===== config.mk =====
export PLATFORM = sky130hd
export DESIGN_NAME = dbgcnt_top
export DESIGN_NICKNAME = d
export VERILOG_FILES = /design/src/rtl/dbgcnt_pkg.sv /design/src/rtl/dbgcnt_cfg_reg.sv /design/src/rtl/dbgcnt_gate.sv /design/src/rtl/dbgcnt_counter.sv /design/src/rtl/dbgcnt_top.sv
export SDC_FILE = /design/constraint.sdc
export NUM_CORES = 1
export LEC_CHECK = 0
export BUFFER_PORTS_ARGS = -buffer_cell sky130_fd_sc_hd__buf_2
export CAP_MARGIN = 20
export CORE_ASPECT_RATIO = 0.9
export CORE_MARGIN = 2
export CORE_UTILIZATION = 58
export DETAILED_ROUTE_END_ITERATION = 8
export PLACE_DENSITY = 0.84
export SYNTH_ARGS = -nofsm -noshare
export SYNTH_HDL_FRONTEND = slang
export SYNTH_SLANG_ARGS = --single-unit

===== constraint.sdc =====
create_clock -name clk -period 3.19 [get_ports clk]
set_clock_uncertainty 0.05 [all_clocks]
set_input_delay 0.319 -clock clk [delete_from_list [all_inputs] [get_ports clk]]
set_output_delay 0.319 -clock clk [all_outputs]
set_load 0.005 [all_outputs]

===== src/rtl/dbgcnt_pkg.sv =====
package dbgcnt_pkg;
  // Default count width
  localparam int unsigned DBGCNT_W_DEF = 32;
  // Number of consecutive effective-acknowledge cycles before counting stops
  localparam int unsigned DBGCNT_HALT_LAG = 2;

  typedef enum logic [1:0] {
    CNT_HOLD  = 2'b00,
    CNT_INCR  = 2'b01,
    CNT_CLEAR = 2'b10
  } cnt_op_e;
endpackage


===== src/rtl/dbgcnt_cfg_reg.sv =====
module dbgcnt_cfg_reg (
  input  logic clk,
  input  logic rst_n,
  input  logic we_i,
  input  logic wdata_i,
  output logic force_o
);
  logic force_q;
  logic force_d;

  always_comb begin
    force_d = force_q;
    if (we_i) force_d = wdata_i;
  end

  always_ff @(posedge clk or negedge rst_n) begin
    if (!rst_n) force_q <= 1'b0;
    else        force_q <= force_d;
  end

  assign force_o = force_q;

  AST_FORCE_LOAD: assert property (@(posedge clk) disable iff (!rst_n)
    we_i |=> (force_o == $past(wdata_i)));
  AST_FORCE_KEEP: assert property (@(posedge clk) disable iff (!rst_n)
    !we_i |=> $stable(force_o));
endmodule


===== src/rtl/dbgcnt_gate.sv =====
module dbgcnt_gate
  import dbgcnt_pkg::*;
(
  input  logic clk,
  input  logic rst_n,
  input  logic ack_i,
  input  logic force_i,
  output logic en_o
);
  localparam int unsigned LAG = DBGCNT_HALT_LAG;

  logic           ack_eff;
  logic [LAG-1:0] hist_q;
  logic [LAG-1:0] hist_d;

  assign ack_eff = ack_i | force_i;

  // History shift register: one stage per cycle of lag
  generate
    if (LAG == 1) begin : g_one
      always_comb hist_d = ack_eff;
    end else begin : g_many
      always_comb hist_d = {hist_q[LAG-2:0], ack_eff};
    end
  endgenerate

  always_ff @(posedge clk or negedge rst_n) begin
    if (!rst_n) hist_q <= '0;
    else        hist_q <= hist_d;
  end

  // Counting stops only once every tracked cycle saw the acknowledge
  assign en_o = ~(&hist_q);

  // Cycles since reset, saturating, so history-based checks never look before reset
  logic [1:0] age_q;
  logic [1:0] age_d;
  always_comb begin
    age_d = age_q;
    if (age_q != 2'd3) age_d = age_q + 2'd1;
  end
  always_ff @(posedge clk or negedge rst_n) begin
    if (!rst_n) age_q <= 2'd0;
    else        age_q <= age_d;
  end

  AST_RESUME_NEXT: assert property (@(posedge clk) disable iff (!rst_n)
    !ack_eff |=> en_o);
  AST_HALT_AFTER_TWO: assert property (@(posedge clk) disable iff (!rst_n || age_q == 2'd0)
    (ack_eff && $past(ack_eff)) |=> !en_o);
  AST_FORCE_HIDES: assert property (@(posedge clk) disable iff (!rst_n || age_q == 2'd0)
    (force_i && $past(force_i)) |=> !en_o);
endmodule


===== src/rtl/dbgcnt_counter.sv =====
module dbgcnt_counter
  import dbgcnt_pkg::*;
#(
  parameter int unsigned CNT_W = DBGCNT_W_DEF
) (
  input  logic             clk,
  input  logic             rst_n,
  input  logic             clr_i,
  input  logic             acc_i,
  input  logic             en_i,
  output logic [CNT_W-1:0] cnt_o
);
  localparam logic [CNT_W-1:0] ONE = CNT_W'(1);

  cnt_op_e          op;
  logic [CNT_W-1:0] cnt_q;
  logic [CNT_W-1:0] cnt_d;

  always_comb begin
    if (clr_i)              op = CNT_CLEAR;
    else if (acc_i && en_i) op = CNT_INCR;
    else                    op = CNT_HOLD;
  end

  always_comb begin
    unique case (op)
      CNT_CLEAR: cnt_d = '0;
      CNT_INCR:  cnt_d = cnt_q + ONE;
      default:   cnt_d = cnt_q;
    endcase
  end

  always_ff @(posedge clk or negedge rst_n) begin
    if (!rst_n) cnt_q <= '0;
    else        cnt_q <= cnt_d;
  end

  assign cnt_o = cnt_q;

  AST_CLEAR_ZERO: assert property (@(posedge clk) disable iff (!rst_n)
    clr_i |=> (cnt_o == '0));
  AST_STEP_ONE: assert property (@(posedge clk) disable iff (!rst_n)
    (!clr_i && acc_i && en_i) |=> (cnt_o == CNT_W'($past(cnt_o) + ONE)));
  AST_IDLE_HOLD: assert property (@(posedge clk) disable iff (!rst_n)
    (!clr_i && !acc_i) |=> $stable(cnt_o));
  AST_HALT_HOLD: assert property (@(posedge clk) disable iff (!rst_n)
    (!clr_i && !en_i) |=> $stable(cnt_o));
endmodule


===== src/rtl/dbgcnt_top.sv =====
module dbgcnt_top
  import dbgcnt_pkg::*;
#(
  parameter int unsigned CNT_W = DBGCNT_W_DEF
) (
  input  logic             clk,
  input  logic             rst_n,
  input  logic             dbg_ack_i,
  input  logic             mem_acc_i,
  input  logic             cnt_clr_i,
  input  logic             cfg_we_i,
  input  logic             cfg_force_wdata_i,
  output logic             cfg_force_o,
  output logic [CNT_W-1:0] count_o
);
  logic force_bit;
  logic cnt_en;

  dbgcnt_cfg_reg u_cfg (
    .clk     (clk),
    .rst_n   (rst_n),
    .we_i    (cfg_we_i),
    .wdata_i (cfg_force_wdata_i),
    .force_o (force_bit)
  );

  dbgcnt_gate u_gate (
    .clk     (clk),
    .rst_n   (rst_n),
    .ack_i   (dbg_ack_i),
    .force_i (force_bit),
    .en_o    (cnt_en)
  );

  dbgcnt_counter #(.CNT_W(CNT_W)) u_cnt (
    .clk   (clk),
    .rst_n (rst_n),
    .clr_i (cnt_clr_i),
    .acc_i (mem_acc_i),
    .en_i  (cnt_en),
    .cnt_o (count_o)
  );

  assign cfg_force_o = force_bit;

  AST_RESET_ZERO: assert property (@(posedge clk)
    !rst_n |-> (count_o == '0 && cfg_force_o == 1'b0));
endmodule


==> results.tsv, run 1 <==
stage	metric	value	unit
power_and_ir_drop	Leak	0.9209	nW
cts	H-tree depth	2	
critical_path	CP Cell Sequence	a21boi_2 > nand4_1 > nor4_1 > mux2_2	
sta	Max Slew Vio Count	0	
critical_path	Worst setup SP type	flop	
power_and_ir_drop	sequential share of power	64.3	%
floorplan	die width	64.34	um
critical_path	Crit Path Class	reg2reg	
placed_design	dpl hpwl	2756	um
power_and_ir_drop	switching pwr	0.1658	mW
synthesis	Post-synth EDFFs	0	
synthesis	post-synthesis register bit count	35	
power_and_ir_drop	pwr dens	334.5	nW/um^2
outcome	run status	complete, but fails checks	
critical_path	Crit path arrival time	2.46	ns
layout	Finished Layout Cells	271	
layout	fin area	2108	um^2
critical_path	Worst Path Max Fanout	16	
synthesis	Syn Inst Count	195	
grt	overall global routing resource usage	23.95	%
layout	FILL cells	276	
critical_path	Worst EP required	3.37	ns
power_and_ir_drop	Tot Pwr	0.7052	mW
grt	first-pass GRT wire length	6872	um
route	vias per inst	6.018	
sta	worst-margin pin slew	0.7662	ns
synthesis	FFs w/ async S/R, synth	100.0	%
cts	CTS Buffer Depth	2	
route	1st-iter DRT viols	111	
power_and_ir_drop	Pint	0.5394	mW
sta	Final Hold Fails	1	
placed_design	DP Cell Count	265	
layout	layout cells sized above 1	26.20	%
synthesis	synth unique cells	32	
cts	CTS tree	yes	
grt	initial antenna violation count	0	
synthesis	Syn Area/Cell	9.747	um^2
outcome	failing checks	negative hold slack	
placed_design	Port-buffer cells	39	
sta	fin crit share	71.56	%
floorplan	# IOs	40	
synthesis	Synthesized Nets	203	
synthesis	warnings from Yosys	0	
route	remaining antenna violation count after routing	0	
power_and_ir_drop	VDD IR max	0.3266	mV
synthesis	Post-Syn Area	1901	um^2
cts	clock buffer count from CTS	5	
layout	most common cell after layout, fill and taps aside	buf_2	
sta	fmax	0.4380	GHz
critical_path	biggest cell delay along the critical path	0.53	ns
cts	Root Buffer	clkbuf_4	
critical_path	WP buf/inv	0	
cts	Num Clock Sinks	35	
synthesis	Seq/Total Area, Yosys	46.08	%
route	final wirelength	3993	um
synthesis	most common flop cell mapped by yosys	dfrtp_1	
sta	min cycle time layout	2.283	ns
power_and_ir_drop	Gate power share	5.5	%
placed_design	gpl congestion	0.8054	
route	DR WL/cell	14.73	um
layout	most frequent cells in the layout	buf_2, dfrtp_1, nor2_1, nand2_1	
worst_hold_path	min-delay worst type	in2async	
floorplan	Core Area	3090	um^2
route	DR vias	1631	
floorplan	die height	58.31	um
power_and_ir_drop	Switching Fraction	23.51	%
run	max-cap check violation count	0	
layout	# diodes	0	
sta	Setup TNS Final	0	ns
sta	Max-slew headroom	48.92	%
route	first-pass iteration count of the detailed router	5	
layout	Layout Nets	238	
cts	hold buffer count at CTS	0	
cts	Skew-Pair Late Insertion Delay	0.33	ns
cts	clock slew at reported path FFs	0.09	ns
grt	global route total overflow	0	
sta	RSZ-0062 raised after global routing	false	
grt	number of global-route vias before repair	1532	
floorplan	full die area	3751	um^2
floorplan	row count	19	
critical_path	Critical Path Sink Type	flop	
cts	setup fix buffers added after clock tree synthesis	0	
placed_design	DP Area	2067	um^2
cts	PostCTS Resize Cnt	0	
grt	largest net degree at the start of global routing	42	
sta	final setup vio count	0	
power_and_ir_drop	clock share of power	30.2	%
critical_path	slowest stage cell, crit path	nand4_1	
critical_path	delay-heaviest family, CP	simple AND/OR/NAND/NOR gates	
route	residual DRC count	0	
floorplan	Initial Util	61.50	%
sta	WHS	-0.001914	ns
layout	area growth from synthesis to layout	10.93	%
==> cell usage after synthesis (all sizes together), types with 5 or more instances <==
master | n | area, um^2
inv | 5 | 18.77
a21oi | 13 | 65.06
nor2b | 9 | 56.30
or4 | 13 | 97.59
clkbuf | 9 | 65.06
nor4 | 12 | 75.07
nand4 | 8 | 50.05
nand3 | 9 | 50.05
xnor2 | 6 | 52.55
nand2 | 14 | 52.55
mux2 | 10 | 112.6
nor2 | 19 | 71.32
dfrtp | 35 | 875.8
o31ai | 10 | 75.07
==> power by group through the flow <==
stage	clock (mW)	combinational, mW	sequential [mW]
2_1_floorplan	0	0.0241	0.462
3_3_place_gp	0	0.0381	0.462
3_5_place_dp	0	0.0399	0.462
4_1_cts	0.220	0.0399	0.454
5_1_grt	0.236	0.0438	0.455
6_report	0.213	0.0389	0.453
==> metal layers <==
layer	wire, um	vias to the layer above	GRT usage [%]
met5	0	-	0
met4	74	0	9.422
met3	240	9	5.545
met2	1886	52	39.14
met1	1790	780	31.47
li1	-	790	-
==> kinds of logic (layout without fill, tap and decap cells) <==
family,count (synthesis),in the layout,synth area share [%]
compound gates,27,27,9.019
xor+xnor,10,10,4.608
fa+ha+maj,1,1,0.6582
buf+inv,16,50,5.266
flops,35,35,46.08
mux,10,10,5.925
simple gates,96,96,28.44
==> per-stage QoR <==
step | setup slack (ns) | util, %
floorplan | 1.104 | -
global placement | 1.019 | 66.88
detailed placement | 0.9319 | 66.88
CTS | 0.9335 | 68.22
global route | 0.7564 | 68.22
finish | 0.9071 | 68.22
==> worst reg2reg max path, cell delays in order (launching register included) <==
cell and delay, ns:
dfrtp_1 0.42, a21boi_2 0.33, nand4_1 0.53, nor4_1 0.47
mux2_2 0.38
==> final timing paths <==
kind                                                  from                          end  slack [ns]  depth (start not counted)
worst min register to register  u_gate.hist_q[0]$_DFF_PN0_   u_gate.hist_q[1]$_DFF_PN0_        0.40                          0
worst max-delay path            u_gate.hist_q[0]$_DFF_PN0_  u_cnt.cnt_o[30]$_DFFE_PN0P_        0.91                          4
min in group clk                                 dbg_ack_i   u_gate.hist_q[0]$_DFF_PN0_        0.12                          2
max in group asynchronous                            rst_n  u_cnt.cnt_o[31]$_DFFE_PN0P_        2.61                          1
worst max register to register  u_gate.hist_q[0]$_DFF_PN0_  u_cnt.cnt_o[30]$_DFFE_PN0P_        0.91                          4
worst min-delay path                                 rst_n    u_cfg.force_o$_DFFE_PN0P_      -0.002                          1
==> layout make-up <==
cell class | count | area, um^2 | area share [%]
Clock buffer | 6 | 41.29 | 1.958
Inverter | 5 | 18.77 | 0.8902
Multi-Input combinational cell | 144 | 924.6 | 43.86
Sequential cell | 35 | 875.8 | 41.54
Tap cell | 42 | 52.55 | 2.493
Timing Repair Buffer | 39 | 195.2 | 9.258
==> flip-flops by register name, summed over array words and instances (netlist names) <==
signal	count
u_cnt.cnt_o	32
u_gate.hist_q	2
u_cfg.force_o	1
No activity file was read; power rests on OpenSTA's default activity.
==> inputs of run 2 (changes only) <==
Settings changed: ABC_AREA from default to 1, CORE_UTILIZATION 58 to 50, PLACE_DENSITY 0.84 to 0.76.
Clock period 3.19 ns to 2.1 ns, I/O delays scaled along.
==> run 2 against run 1 <==
The run now ends clean. Synthesized cell count is 70% higher. Cell count is 62% higher. First-iteration DRC count is 62% higher. Flip-flop and latch count stayed put. Highest routed layer unchanged.
==> results.tsv, run 2 <==
stage	metric	value	unit
outcome	run status	complete, no violations	
layout	number of flip-flops in the largest register	32	
power_and_ir_drop	VDD IR max	0.3725	mV
critical_path	delay-heaviest family, CP	simple AND/OR/NAND/NOR gates	
critical_path	WP buf/inv	0	
synthesis	warnings from Yosys	0	
layout	FILL cells	416	
synthesis	Compound-Gate Fraction of Synth Area	5.612	%
grt	largest net degree at the start of global routing	36	
route	final wirelength	5388	um
grt	initial antenna violation count	0	
cts	clock slew at reported path FFs	0.07	ns
floorplan	row count	22	
synthesis	Syn Inst Count	332	
synthesis	most frequent cell after synthesis	nand2_1	
cts	CTS tree	yes	
critical_path	Critical Path Sink Type	flop	
grt	number of global-route vias before repair	1877	
synthesis	most common flop cell mapped by yosys	dfrtp_1	
synthesis	Syn Area/Cell	6.648	um^2
synthesis	Post-Syn Area	2207	um^2
cts	clock buffer count from CTS	5	
sta	Setup TNS Final	0	ns
critical_path	Crit Path Class	reg2reg	
layout	final core utilization	61.38	%
sta	fmax	0.6056	GHz
synthesis	xor and xnor area share after synthesis	0.7937	%
sta	min cycle time layout	1.651	ns
critical_path	Worst Path Max Fanout	5	
synthesis	Yosys top cell by area	dfrtp_1	
grt	first-pass GRT wire length	9101	um
grt	busiest grt layer	met1	
layout	Finished Layout Cells	438	
synthesis	largest cells by area after synthesis	dfrtp_1, nand2_1, nor2_1, nand3_1, inv_1	
grt	M2 GR Usage	34.71	%
route	vias per inst	5.057	
synthesis	post-synth top area share	39.68	%
critical_path	r2r worst-path depth	10	
placed_design	dpl hpwl	4220	um
grt	GRT met1 Usage	36.38	%
synthesis	post-synthesis mux area share	0.5102	%
synthesis	synth unique cells	24	
cts	PostCTS Resize Cnt	0	
grt	global route total overflow	0	
grt	met3 Track Usage GR	7.867	%
power_and_ir_drop	pwr dens	481.2	nW/um^2
synthesis	FFs w/ async S/R, synth	100.0	%
worst_hold_path	Hold Path Stages	2	
synthesis	commonest cells in the netlist	nand2_1, nor2_1, dfrtp_1	
critical_path	most used cell, CP	nand2_1	
layout	area of the multi-input gates	1175	um^2
synthesis	largest family of logic cells by synthesized area	simple AND/OR/NAND/NOR gates	
cts	setup fix buffers added after clock tree synthesis	0	
floorplan	Core Area	4156	um^2
route	DR vias	2215	
synthesis	post-synthesis register bit count	35	
layout	layout cells sized above 1	18.52	%
run	max-cap check violation count	0	
synthesis	adder-cell area share of the yosys netlist	0.5669	%
layout	# diodes	0	
floorplan	die width	74.04	um
layout	Layout Nets	385	
critical_path	Crit Reg-Reg Startpoint	u_cnt.cnt_o[1]$_DFFE_PN0P_	
sta	Final Hold Fails	0	
floorplan	Initial Util	53.10	%
worst_hold_path	min-delay worst type	in2reg	
cts	CTS Buffer Depth	2	
critical_path	internal reg-to-reg setup slack	0.45	ns
layout	area growth from synthesis to layout	15.59	%
cts	Skew-Pair Late Insertion Delay	0.29	ns
route	1st-iter DRT viols	180	
worst_hold_path	Hold Path Sink	u_cnt.cnt_o[3]$_DFFE_PN0P_	
worst_hold_path	Hold Crit Start	cnt_clr_i	
route	first-pass iteration count of the detailed router	5	
critical_path	Worst R2R End	u_cnt.cnt_o[30]$_DFFE_PN0P_	
critical_path	slowest stage cell, crit path	dfrtp_1	
critical_path	Crit path arrival time	1.78	ns
floorplan	# IOs	40	
floorplan	full die area	4963	um^2
grt	overall global routing resource usage	24.59	%
sta	Max Slew Vio Count	0	
route	DR WL/cell	12.30	um
critical_path	biggest cell delay along the critical path	0.43	ns
critical_path	CP Cell Sequence	ha_1 > nand2_1 > nor2_1 > nand2_1 > nor2_2 > nand2_1 > nand2_1 > nand2_1 > nand2_1 > nand2_1	
route	remaining antenna violation count after routing	0	
synthesis	Simple-Gate Fraction of Synth Area	45.75	%
route	residual DRC count	0	
critical_path	Worst setup SP type	flop	
layout	most common cell after layout, fill and taps aside	nand2_1	
synthesis	Seq/Total Area, Yosys	39.68	%
layout	area occupied by registers	875.8	um^2
placed_design	gpl congestion	0.9064	
placed_design	Port-buffer cells	39	
sta	worst setup margin	0.4487	ns
power_and_ir_drop	Leak	1.201	nW
layout	most frequent cells in the layout	nand2_1, nor2_1, buf_2, dfrtp_1, inv_1	
sta	worst-margin pin slew	0.7565	ns
floorplan	die height	67.03	um
critical_path	Worst EP required	2.23	ns
sta	Max-slew headroom	49.57	%
sta	fin crit share	78.63	%
synthesis	Post-synth EDFFs	0	
synthesis	Synthesized Nets	340	
cts	Num Clock Sinks	35	
placed_design	dpl ws	0.4879	ns
placed_design	DP Cell Count	429	
sta	final setup vio count	0	
cts	Root Buffer	clkbuf_8	
cts	H-tree depth	2	
sta	RSZ-0062 raised after global routing	false	
==> run 2: cell count changes in the layout (fill, tap and decap cells not counted), moves of 9 or more <==
cell     delta
or4_1      -13
nor2_1     +38
nand2_1   +108
nand3_1    +18
mux2_2      -9
inv_1      +28
o21ai_0    +10
o31ai_1    -10
nor4_1     -11
nor2b_1     -9
==> run 2: final cells by class <==
type                       count  share of cell area, %
sequential                    35                  34.33
multi-input combinational    259                  46.05
timing repair buffer          41                  8.337
tap                           60                  2.943
clock inverter                 1                 0.1962
clock buffer                   7                  2.992
inverter                      35                  5.150
==> run 2: cells by family (layout without fill, tap and decap cells) <==
| family | count (synthesis) | count (layout) |
|---|---|---|
| AO/OA/AOI/OAI | 24 | 24 |
| XOR/XNOR | 2 | 2 |
| flip-flops | 35 | 35 |
| AND/OR/NAND/NOR | 231 | 231 |
| adder cells (fa/ha/maj) | 1 | 1 |
| buffers and inverters | 38 | 84 |
| multiplexers | 1 | 1 |
==> run 2: per-stage QoR <==
stage | power [mW] | area, um^2 | hold slack (ns)
after floorplan | 0.7367 | 2207 | -0.1356
after global placement | 0.7668 | 2460 | 0.2825
after detailed placement | 0.7692 | 2460 | 0.2806
after CTS | 1.238 | 2551 | 0.07766
after global routing | 1.286 | 2551 | 0.07259
final | 1.228 | 2551 | 0.07492
==> run 2: power breakdown <==
part	switching [mW]	internal [mW]
sequential	0.00668	0.681
clock	0.239	0.233
combinational	0.0481	0.0200
==> run 2: how the worst max path moves through the flow <==
stage | start | to | slack, ns | cells past startpoint
6_report | u_cnt.cnt_o[1]$_DFFE_PN0P_ | u_cnt.cnt_o[30]$_DFFE_PN0P_ | 0.45 | 10
5_1_grt | u_cnt.cnt_o[1]$_DFFE_PN0P_ | u_cnt.cnt_o[30]$_DFFE_PN0P_ | 0.31 | 10
4_1_cts | u_cnt.cnt_o[1]$_DFFE_PN0P_ | u_cnt.cnt_o[22]$_DFFE_PN0P_ | 0.46 | 9
3_5_place_dp | u_cnt.cnt_o[1]$_DFFE_PN0P_ | u_cnt.cnt_o[20]$_DFFE_PN0P_ | 0.49 | 8
3_3_place_gp | u_cnt.cnt_o[1]$_DFFE_PN0P_ | u_cnt.cnt_o[22]$_DFFE_PN0P_ | 0.55 | 9
2_1_floorplan | u_cnt.cnt_o[1]$_DFFE_PN0P_ | u_cnt.cnt_o[30]$_DFFE_PN0P_ | 0.65 | 10
==> run 2: repair_timing <==
item	in CTS	in global routing
endpoints found under the setup margin	0	0
hold buffers	1	0
endpoints found under the hold margin	35	0
==> run 2: layer usage <==
layer / wire, um / share of wire [%]
met1: 2667 / 49
met2: 2321 / 43
met3: 367 / 6.8
met4: 31 / 0.58
met5: 0 / 0
